[config.mk]
export PLATFORM = sky130hd
export DESIGN_NAME = gpio_irq_ctrl
export DESIGN_NICKNAME = d
export VERILOG_FILES = /design/src/rtl/gpio_irq_pkg.sv /design/src/rtl/gpio_sync.sv /design/src/rtl/gpio_trig_det.sv /design/src/rtl/gpio_irq_ctrl.sv
export SDC_FILE = /design/constraint.sdc
export NUM_CORES = 1
export LEC_CHECK = 0
export CORE_MARGIN = 5
export CORE_UTILIZATION = 35
export DETAILED_ROUTE_END_ITERATION = 16
export GPL_TIMING_DRIVEN = 0
export PLACE_DENSITY = 0.68
export SYNTH_ARGS = -nofsm -noshare
export SYNTH_HDL_FRONTEND = slang
export SYNTH_SLANG_ARGS = --single-unit
[constraint.sdc]
create_clock -name clk -period 2.7 [get_ports clk]
set_input_delay 0.405 -clock clk [delete_from_list [all_inputs] [get_ports clk]]
set_output_delay 0.405 -clock clk [all_outputs]
set_load 0.005 [all_outputs]
[src/rtl/gpio_irq_pkg.sv]
package gpio_irq_pkg;

    // register byte offsets
    localparam int OFS_ENABLE  = 'h00;
    localparam int OFS_STATUS  = 'h04;
    localparam int OFS_DISPLAY = 'h08;
    localparam int OFS_CLEAR   = 'h0C;
    localparam int OFS_MSET    = 'h10;
    localparam int OFS_MCLR    = 'h14;
    localparam int OFS_OUT     = 'h18;
    localparam int OFS_IN      = 'h1C;
    localparam int OFS_DIR     = 'h20;
    localparam int OFS_MODE0   = 'h24;
    localparam int OFS_SWRST   = 'h3C;

    typedef enum logic [2:0] {
        TRIG_FALL = 3'd0,
        TRIG_RISE = 3'd1,
        TRIG_LOW  = 3'd2,
        TRIG_HIGH = 3'd3,
        TRIG_BOTH = 3'd4
    } trig_e;

    typedef struct packed {
        logic now_lvl;
        logic old_lvl;
    } pin_hist_t;

    function automatic logic trig_fires(logic [2:0] code, pin_hist_t h);
        logic f;
        case (code)
            TRIG_FALL: f = h.old_lvl & ~h.now_lvl;
            TRIG_RISE: f = ~h.old_lvl & h.now_lvl;
            TRIG_LOW:  f = ~h.now_lvl;
            TRIG_HIGH: f = h.now_lvl;
            TRIG_BOTH: f = h.old_lvl ^ h.now_lvl;
            default:   f = 1'b0;
        endcase
        return f;
    endfunction

endpackage

[src/rtl/gpio_sync.sv]
module gpio_sync #(
    parameter int W = 12
) (
    input  logic         clk,
    input  logic         rst,
    input  logic [W-1:0] d,
    output logic [W-1:0] q
);
    logic [W-1:0] stage1;

    always_ff @(posedge clk) begin
        if (rst) begin
            stage1 <= '0;
            q      <= '0;
        end else begin
            stage1 <= d;
            q      <= stage1;
        end
    end
endmodule

[src/rtl/gpio_trig_det.sv]
module gpio_trig_det
    import gpio_irq_pkg::*;
(
    input  logic       clk,
    input  logic       rst,
    input  logic [2:0] code,
    input  logic       level,
    output logic       hit
);
    pin_hist_t hist;
    logic      prev_q;

    always_ff @(posedge clk) begin
        if (rst) prev_q <= 1'b0;
        else     prev_q <= level;
    end

    always_comb begin
        hist.now_lvl = level;
        hist.old_lvl = prev_q;
        hit          = trig_fires(code, hist);
    end
endmodule

[src/rtl/gpio_irq_ctrl.sv]
module gpio_irq_ctrl
    import gpio_irq_pkg::*;
#(
    parameter int NUM_PINS = 12,
    parameter int DATA_W   = 32,
    parameter int ADDR_W   = 8
) (
    input  logic                clk,
    input  logic                rst,
    input  logic                wr_en,
    input  logic [ADDR_W-1:0]   addr,
    input  logic [DATA_W-1:0]   wdata,
    output logic [DATA_W-1:0]   rdata,
    input  logic [NUM_PINS-1:0] pad_in,
    output logic [NUM_PINS-1:0] pad_out,
    output logic [NUM_PINS-1:0] pad_oe,
    output logic                irq
);
    localparam int PPW        = DATA_W / 4;
    localparam int MODE_WORDS = (NUM_PINS + PPW - 1) / PPW;

    localparam logic [ADDR_W-1:0] A_EN   = ADDR_W'(OFS_ENABLE);
    localparam logic [ADDR_W-1:0] A_ST   = ADDR_W'(OFS_STATUS);
    localparam logic [ADDR_W-1:0] A_DISP = ADDR_W'(OFS_DISPLAY);
    localparam logic [ADDR_W-1:0] A_CLR  = ADDR_W'(OFS_CLEAR);
    localparam logic [ADDR_W-1:0] A_MSET = ADDR_W'(OFS_MSET);
    localparam logic [ADDR_W-1:0] A_MCLR = ADDR_W'(OFS_MCLR);
    localparam logic [ADDR_W-1:0] A_OUT  = ADDR_W'(OFS_OUT);
    localparam logic [ADDR_W-1:0] A_IN   = ADDR_W'(OFS_IN);
    localparam logic [ADDR_W-1:0] A_DIR  = ADDR_W'(OFS_DIR);
    localparam logic [ADDR_W-1:0] A_RST  = ADDR_W'(OFS_SWRST);

    logic                sw_hold;
    logic                blk_rst;
    logic [NUM_PINS-1:0] en_q, mask_q, stat_q, out_q, dir_q;
    logic [NUM_PINS-1:0] pin_sync, hit, clr_bits, disp;
    logic [2:0]          mode_q [NUM_PINS];
    logic                unused_wdata;

    assign blk_rst      = rst | sw_hold;
    assign unused_wdata = ^wdata;

    always_ff @(posedge clk) begin
        if (rst)                          sw_hold <= 1'b0;
        else if (wr_en && addr == A_RST)  sw_hold <= wdata[0];
    end

    gpio_sync #(.W(NUM_PINS)) u_sync (
        .clk (clk),
        .rst (blk_rst),
        .d   (pad_in),
        .q   (pin_sync)
    );

    generate
        for (genvar p = 0; p < NUM_PINS; p++) begin : g_pin
            localparam logic [ADDR_W-1:0] A_MODE = ADDR_W'(OFS_MODE0 + 4 * (p / PPW));

            always_ff @(posedge clk) begin
                if (blk_rst)                       mode_q[p] <= 3'd0;
                else if (wr_en && addr == A_MODE)  mode_q[p] <= wdata[(p % PPW) * 4 +: 3];
            end

            gpio_trig_det u_det (
                .clk   (clk),
                .rst   (blk_rst),
                .code  (mode_q[p]),
                .level (pin_sync[p]),
                .hit   (hit[p])
            );

            assert_stat_needs_en_R7: assert property (@(posedge clk) disable iff (rst)
                $rose(stat_q[p]) |-> $past(en_q[p]));

            assert_rise_seen_R5: assert property (@(posedge clk) disable iff (rst)
                ($rose(stat_q[p]) && mode_q[p] == TRIG_RISE && $past(mode_q[p]) == TRIG_RISE)
                    |-> $past(pin_sync[p]));
        end
    endgenerate

    assign clr_bits = (wr_en && addr == A_CLR) ? wdata[NUM_PINS-1:0] : '0;

    always_ff @(posedge clk) begin
        if (blk_rst) begin
            en_q   <= '0;
            mask_q <= '0;
            stat_q <= '0;
            out_q  <= '0;
            dir_q  <= '0;
        end else begin
            if (wr_en && addr == A_EN)   en_q   <= wdata[NUM_PINS-1:0];
            if (wr_en && addr == A_MSET) mask_q <= mask_q | wdata[NUM_PINS-1:0];
            if (wr_en && addr == A_MCLR) mask_q <= mask_q & ~wdata[NUM_PINS-1:0];
            if (wr_en && addr == A_OUT)  out_q  <= wdata[NUM_PINS-1:0];
            if (wr_en && addr == A_DIR)  dir_q  <= wdata[NUM_PINS-1:0];
            // a detector hit in the same cycle wins over a clear
            stat_q <= (stat_q & ~clr_bits) | (hit & en_q);
        end
    end

    assign disp    = stat_q & en_q & ~mask_q;
    assign irq     = |disp;
    assign pad_out = out_q;
    assign pad_oe  = dir_q;

    always_comb begin
        rdata = '0;
        case (addr)
            A_EN:           rdata = DATA_W'(en_q);
            A_ST:           rdata = DATA_W'(stat_q);
            A_DISP:         rdata = DATA_W'(disp);
            A_MSET, A_MCLR: rdata = DATA_W'(mask_q);
            A_OUT:          rdata = DATA_W'(out_q);
            A_IN:           rdata = DATA_W'(pin_sync);
            A_DIR:          rdata = DATA_W'(dir_q);
            A_RST:          rdata = DATA_W'(sw_hold);
            default: begin
                for (int w = 0; w < MODE_WORDS; w++) begin
                    if (addr == ADDR_W'(OFS_MODE0 + 4 * w)) begin
                        for (int p = 0; p < NUM_PINS; p++) begin
                            if (p / PPW == w) rdata[(p % PPW) * 4 +: 3] = mode_q[p];
                        end
                    end
                end
            end
        endcase
    end

    assert_mask_set_R8: assert property (@(posedge clk) disable iff (rst)
        (wr_en && addr == A_MSET && !sw_hold)
            |=> ((mask_q & $past(wdata[NUM_PINS-1:0])) == $past(wdata[NUM_PINS-1:0])));

    assert_mask_clear_R8: assert property (@(posedge clk) disable iff (rst)
        (wr_en && addr == A_MCLR && !sw_hold)
            |=> ((mask_q & $past(wdata[NUM_PINS-1:0])) == '0));

    assert_swrst_hold_R11: assert property (@(posedge clk) disable iff (rst)
        sw_hold |=> (en_q == '0 && stat_q == '0 && mask_q == '0 && dir_q == '0 && !irq));

endmodule

* After elaboration in Yosys (flattened, before gate mapping)
Memories as Yosys holds them, arrays and structs flattened.
Cells that the tools add are included.
W data, S select, Z words.
** Storage, ports and cells
- Word-level logic and storage cells :: 247
- Input port bits :: 55
- Register bits :: 97
- Output and inout port bits :: 57
- Memories kept :: 1
- Bits in writable memories :: 36
** Memories
- mode_q :: words 12, width 3, rd ports 12, clocked after memory_dff 0, write ports 12, RTL line gpio_irq_ctrl.sv:37 : logic [2:0] mode_q [NUM_PINS];
** Cells by class
- Bitwise gates (word level) :: 83
- Multiplexer cells :: 58
- Reduce and logical (&&, ||, !) cells :: 26
- Equal/unequal tests :: 59
** Operators with widths (number)
- $mux W3 :: 29
- $eq A3 B2 Y1 const B :: 24
- $pmux W3 S8 :: 3
- $and A12 B12 Y12 :: 5
- $pmux W1 S5 :: 12
- $eq A3 B1 Y1 const B :: 12
- $eq A3 B3 Y1 const B :: 12
- $logic_not A3 Y1 :: 12
- $mux W12 :: 3
- $not A12 Y12 :: 3
- $eq A8 B5 Y1 const B :: 4
- $eq A8 B6 Y1 const B :: 4
- $and A1 B1 Y1 :: 24
- $not A1 Y1 :: 24
- $or A12 B12 Y12 :: 2
- $pmux W1 S7 :: 3
- $eq A8 B4 Y1 const B :: 2
- $or A1 B1 Y1 :: 13
- $reduce_or A12 Y1 :: 1
- $xor A1 B1 Y1 :: 12
- $logic_and A1 B1 Y1 :: 9
- $reduce_or A9 Y1 :: 1
- $eq A8 B3 Y1 const B :: 1
- $logic_not A8 Y1 :: 1
- 3 further kinds :: 10

* Longest topological paths before layout
Gate-level depths: netlist (run 1).
- Depth after elaboration :: 6
- Depth in mapped cells :: 7
- Gate-level depth less buffers :: 7

* Hierarchy
A second synthesis (run 1) with hierarchy kept.
** Second synthesis, totals
- Cell total of the unflattened synthesis :: 700
- Area, all modules :: 6961.7 um2
** By module, submodules not included
- gpio_irq_ctrl :: times used 1, sequential area each 2302.2 um2, area each 5052.3 um2, cells an instance 518
- gpio_trig_det :: times used 12, sequential area each 20.0 um2, area each 101.3 um2, cells an instance 11
- gpio_sync :: times used 1, sequential area each 480.5 um2, area each 693.2 um2, cells an instance 50

* Worst setup path before layout (run 1)
Ideal clock, no wire load.
- Path type :: input-to-reg
- From :: input port addr[1]
- To :: memory mode_q[0][0] (enable)
- Buffers on the path :: 1
- Stages on the path :: 6
- Setup time :: 381 ps
- Arrival :: 1826 ps
- Setup slack :: 493 ps
- Required time :: 2319 ps
- Path through :: nor2_1 -> nand4_1 -> nor2_1 -> clkbuf_1 -> nand2_1 -> nand2_1
** RTL lines
- start, declared :: RTL line gpio_irq_ctrl.sv:11 : input logic [ADDR_W-1:0] addr,
- end, declared :: RTL line gpio_irq_ctrl.sv:37

* Final worst setup path (run 1)
- From :: input port addr[4]
- To :: output port rdata[26]
** Between the ends
- Word-level cells in the longest chain between the ends :: 3
- Elaborated cells between the ends (all ways) :: 13
- Those cells by class :: eq/ne: 9; mux: 2; reduce/logical: 2
** RTL lines
- $eq A8 B6 Y1 (tied with other cells) :: RTL line gpio_irq_ctrl.sv:108 : case (addr)
- $reduce_or A9 Y1 (no source line) / $mux W3 (equally long branches)
- $mux W3 (*) :: RTL line gpio_irq_ctrl.sv:108
- end, declared :: RTL line gpio_irq_ctrl.sv:13 : output logic [DATA_W-1:0] rdata,
Mark *: on every way between the ends. The rest lies on a longest branch, timed or not.

==> flow_summary.ini, run 1 <==
[drt]
drt_iter0_markers = 560
drc = 0
vias = 6189
wl_per_cell_um = 21.4
wirelength_um = 24300
antenna_left = 0
first_pass_iters = 5
vias_per_cell = 5.45

[job]
drv_cap = 0

[yosys]
synth_edf_count = 36
syn_area_mm2 = 0.00673
synthArstFlopShare_pct = 0
yosysWarnings = 0
ys_ff_latch = 133
ys.flop_type = dfxtp_1
synth_cells = 719
avgSynthCellArea_um2 = 9.36
yosysUniqueCellTypes = 54
ys_seq_area_share_pct = 44.9

[global_routing]
grt_max_degree = 25
track_usage_pct = 22.1
antenna_found_initial = 0
grt-ovfl-total = 0
grt_pass1_wl_um = 36100
grt_pass1_vias = 6009

[cts]
numCtsBuffers = 17
cts_tree = built
htreeDepth = 4
worstSkewPairLatency_ns = 0.43
cts_root_buffer = clkbuf_16
clk_path_buf_depth = 2
clk_pin_slew_ns = 0.06
cts.sinks = 133

[sta]
fmax_mhz = 375
drv_slew = 0
fin_hold_ws_ns = 0.424
rsz0062_at_grt = false
fin_skew_ns = 0.00925
worst_pin_slew_ns = 0.913
min_period_ns = 2.67
final-hold-violation-count = 0
relSlewSlack_pct = 39.1
finalCritPeriodShare_pct = 98.8
setup-violations-final = 0

[power]
p_leak_uw = 0.00357
p_switching_uw = 1250
p_per_area_mw_per_mm2 = 545
clkPwrFrac_pct = 47.7
power.internal_uw = 3700
irDropWorstVdd_mv = 0.425
power_frac_seq_pct = 43.5
p_comb_share_pct = 8.8
swShare_pct = 25.2

[setup_path]
setup.worst_path.class = in2out
cpMostUsedCell = buf_4
crit_fanout = 9
end_kind = primary output
cp-start-kind = input port
max_stage_delay_ns = 0.44
critical-path-top-delay-family = buffers and inverters
crit_arrival_ns = 2.26
cp_data_required_time_ns = 2.30
crit_buf_inv = 5
cp_slowest_cell = clkdlybuf4s50_1
worstPathCellList = clkdlybuf4s15_2, clkinv_1, nand4_1, buf_4, nor2_4, buf_4, and2_1, clkdlybuf4s50_1

[die]
io_pins = 112
die_h_um = 149
dieArea_mm2 = 0.0221
rows = 50
core-area_mm2 = 0.0188
chipWidth_um = 149
start_util_pct = 35.7

[status]
run_status = complete, no violations

[layout]
layout_common_cells = dfxtp_1 (97), clkdlybuf4s50_1 (82), nor2_1 (69)
utilization_pct = 48.2
final_common_cell = dfxtp_1
area_growth_pct = 34.8
layout.nets = 942
antenna_cells = 0
drive_gt1_share_pct = 13.7

[worst_hold_path]
min_path_type = reg2reg

[placed_design]
portBuffers = 101
dpl.hpwl_um = 17400
globalplace.congestion = 0.967
==> layer usage <==
metal	vias up	GRT usage, %	wire length, um
met1	2971	29.5	10700
met2	292	33.5	10700
met3	60	6.31	2150
met4	0	9.05	745
met5	-	0	0
li1	2866	-	-
==> path summary, 6_finish.rpt <==
| path | slack (ns) | start | depth (start not counted) | end |
|---|---|---|---|---|
| worst max-delay path | 0.03 | addr[4] | 8 | rdata[26] |
| worst min-delay path | 0.42 | u_sync.stage1[3]$_SDFF_PN0_ | 1 | u_sync.q[3]$_SDFF_PN0_ |
| worst max register to register | 0.41 | sw_hold$_SDFFE_PP0P_ | 3 | mode_q[0][9]$_SDFFCE_PN0P_ |
| worst min register to register | 0.42 | u_sync.stage1[3]$_SDFF_PN0_ | 1 | u_sync.q[3]$_SDFF_PN0_ |
==> final cells by class <==
type                            count  area [um^2]
Sequential cell                   133         3020
Inverter                           47          176
Multi-Input combinational cell    500         3500
Timing Repair Buffer              123         1160
Fill cell                        1800         9760
Clock inverter                     11          110
Buffer                             41          279
Tap cell                          260          325
Clock buffer                       21          493
==> timing repair <==
action                     4_1_cts  5_1_grt
hold buffers                     0        0
pin swaps                       16        3
buffers inserted                22        0
setup endpoints to repair       83       19
gates resized for setup         93       20
==> power groups by stage <==
| stage | combinational (uW) | clock [uW] | sequential (uW) |
|---|---|---|---|
| 2_1_floorplan | 183 | 0 | 2170 |
| 3_3_place_gp | 372 | 0 | 2190 |
| 3_5_place_dp | 374 | 0 | 2190 |
| 4_1_cts | 421 | 2390 | 2150 |
| 5_1_grt | 461 | 2480 | 2160 |
| 6_report | 433 | 2360 | 2150 |
==> stage by stage <==
step | power (uW) | instance area (um^2) | setup TNS, ns | worst slack (ns) | instances
finish | 4940 | 9070 | 0 | 0.0326 | 1136
global route | 5100 | 9070 | 0 | 0.00879 | 1136
CTS | 4960 | 9050 | 0 | 0.00386 | 1136
detailed placement | 2570 | 8080 | -82.13 | -1.21 | 1084
global placement | 2560 | 8080 | -86.34 | -1.26 | 1084
floorplan | 2360 | 6740 | 0 | 0.493 | 723
==> logic make-up after synthesis <==
kind of cell | after synthesis | share of synthesized area, %
adders and majority gates | 24 | 4.46
AOI/OAI and AO/OA | 167 | 16.3
buffers and inverters | 90 | 5.56
DFF | 133 | 44.9
muxes | 52 | 7.77
other | 1 | 0.0557
and+or+nand+nor | 244 | 19.9
xor gates and xnor gates | 8 | 1.04
==> cell usage after synthesis (18+ instances only) <==
cell type	n	share of area, %
a211oi_1	27	3.0
a21oi_1	34	2.5
and2_1	63	5.9
clkbuf_1	25	1.4
dfxtp_1	97	29
edfxtp_1	36	16
ha_1	24	4.5
inv_1	46	2.6
mux2i_1	50	7.4
nand2_1	18	1.0
nor2_1	73	4.1
o21ai_0	34	2.5
==> flip-flops by register name, indices dropped and copies added (netlist names), named ones only <==
register and cells:
pad_out 12, pad_oe 12, u_sync.q 12, sw_hold 1, g_pin.u_det.prev_q 12, stat_q 12, en_q 12, mode_q 36
u_sync.stage1 12
==> worst register-to-register path, stage by stage (launching register included) <==
cell      delay [ns]
dfxtp_1         0.34
nor2_1          0.56
clkbuf_1        0.45
nand2_2         0.53
Note: power is estimated with default switching activity, not from simulation.
==> run 2: changes to the inputs <==
--- a/config.mk
+++ b/config.mk
@@ -10,6 +10,8 @@
 export DETAILED_ROUTE_END_ITERATION = 16
 export GPL_TIMING_DRIVEN = 0
 export PLACE_DENSITY = 0.68
+export SETUP_SLACK_MARGIN = 0.15
+export SLEW_MARGIN = 40
 export SYNTH_ARGS = -nofsm -noshare
 export SYNTH_HDL_FRONTEND = slang
 export SYNTH_SLANG_ARGS = --single-unit
==> run 2 against run 1 <==
  * Clock power hardly changed
  * Combinational power is 3% higher
  * First-iteration DRC count is 24% higher
  * Sequential power hardly changed
  * Total power is 0.53% higher
  * Cell count is 1.3% higher
  * Cell area is 1.3% higher
  * Via count is 2.3% higher
  * Sequential cell count stayed put
  * Maximum frequency is 4.3% higher
  * Largest power group unchanged
  * Hold slack better by 0.00099 ns
  * Setup slack better by 0.11 ns
==> flow_summary.ini, run 2 (synthesis gave the netlist of run 1 again) <==
[layout]
seqCellArea_mm2 = 0.00302
fillers = 1797
utilization_pct = 48.8
final_common_cell = dfxtp_1
largest_register_ffs = 36
drive_gt1_share_pct = 16.2
layout_common_cells = dfxtp_1 (97), clkdlybuf4s50_1 (82), nor2_1 (68)
final_cell_area_mm2 = 0.00918
multi_input_area_mm2 = 0.00350
regMostFlops = mode_q
area_growth_pct = 36.5
layout.nets = 957
antenna_cells = 0

[cts]
htreeDepth = 4
numCtsBuffers = 17
worstSkewPairLatency_ns = 0.44
cts.sinks = 133
cts_root_buffer = clkbuf_16
clk_pin_slew_ns = 0.06
clk_path_buf_depth = 2
cts_tree = built

[job]
drv_cap = 0

[drt]
vias_per_cell = 5.50
wl_per_cell_um = 21.3
drt_iter0_markers = 694
antenna_left = 0
wirelength_um = 24500
drc = 0
vias = 6334
first_pass_iters = 5

[sta]
final-hold-violation-count = 0
finalSetupTns_ns = 0
final.setup.worst_slack_ns = 0.142
drv_slew = 0
worst_pin_slew_ns = 0.876
fmax_mhz = 391
fin_skew_ns = 0.0104
min_period_ns = 2.56
finalCritPeriodShare_pct = 94.7
rsz0062_at_grt = true
setup-violations-final = 0
relSlewSlack_pct = 41.6

[global_routing]
grt_max_degree = 25
track_usage_pct = 22.1
grt-ovfl-total = 0
antenna_found_initial = 0
grt_pass1_wl_um = 36600
grt_pass1_vias = 6098

[placed_design]
portBuffers = 101
dp_slack_ns = -1.09
globalplace.congestion = 0.967
dpl.hpwl_um = 17300
dpl_cell_area_mm2 = 0.00809

[power]
p_per_area_mw_per_mm2 = 541
irDropWorstVdd_mv = 0.425
p_leak_uw = 0.00363

[setup_path]
cp-start-kind = input port
cp_data_required_time_ns = 2.30
setup.worst_path.class = in2out
end_kind = primary output
crit_arrival_ns = 2.15
crit_fanout = 8

[die]
chipWidth_um = 149
dieArea_mm2 = 0.0221
die_h_um = 149
core-area_mm2 = 0.0188
start_util_pct = 35.7
rows = 50
io_pins = 112

[worst_hold_path]
min_path_type = reg2reg

[status]
run_status = complete, no violations
==> run 2: cell types whose count changed in the layout (fill, tap and decap cells not counted), moves of 2 or more <==
cell / delta
dlymetal6s2s_1: -2
buf_4: +11
dlygate4sd2_1: -5
buf_2: +7
clkinv_4: -2
buf_6: +3
inv_4: +2
==> run 2: path summary, 6_finish.rpt <==
check,from,to,slack [ns],depth (start not counted)
min,u_sync.stage1[4]$_SDFF_PN0_,u_sync.q[4]$_SDFF_PN0_,0.42,1
min reg2reg,u_sync.stage1[4]$_SDFF_PN0_,u_sync.q[4]$_SDFF_PN0_,0.42,1
max reg2reg,sw_hold$_SDFFE_PP0P_,mode_q[0][6]$_SDFFCE_PN0P_,0.56,3
max,addr[4],rdata[5],0.14,10
==> run 2: metal layers <==
layer / share of wire [%] / up-vias / global-route usage [%]
met5: 0 / - / 0
met4: 2.7 / 0 / 8.04
met3: 8.1 / 46 / 4.14
met2: 45 / 301 / 34.3
met1: 44 / 3093 / 30.8
li1: - / 2894 / -
==> run 2: critical path: stages <==
cell and delay [ns]:
buf_2 0.15, clkbuf_8 0.17, and3_2 0.28, a211oi_4 0.24, nor3_4 0.07, buf_4 0.15
buf_4 0.14, o211a_1 0.13, nor3_2 0.16, clkdlybuf4s15_2 0.24
==> run 2: stage by stage <==
stage                     hold WS [ns]  std cells  total power [uW]
after floorplan                  0.406        723              2360
after global placement           0.408       1084              2560
after detailed placement         0.411       1084              2570
after CTS                        0.426       1150              4980
after global routing             0.439       1151              5110
final                            0.425       1151              4970
==> run 2: timing repair <==
item / CTS / global route
gates cloned: 1 / 0
endpoints found under the setup margin: 93 / 38
hold buffers: 0 / 0
gates resized for setup: 129 / 14
setup buffers: 34 / 1
pin swaps: 17 / 6
==> run 2: report_power, final <==
| part | switching (uW) | total [uW] | internal (uW) |
|---|---|---|---|
| logic | 254 | 448 | 194 |
| registers | 52.5 | 2150 | 2100 |
| clock network | 955 | 2370 | 1420 |
| total | 1260 | 4970 | 3710 |
==> run 2: cell type report <==
class | instances | area share [%]
multi-input combinational | 500 | 38.1
sequential | 133 | 32.9
timing repair buffer | 137 | 13.4
clock buffer | 21 | 5.37
tap | 260 | 3.54
buffer | 42 | 3.47
inverter | 47 | 1.98
clock inverter | 11 | 1.16
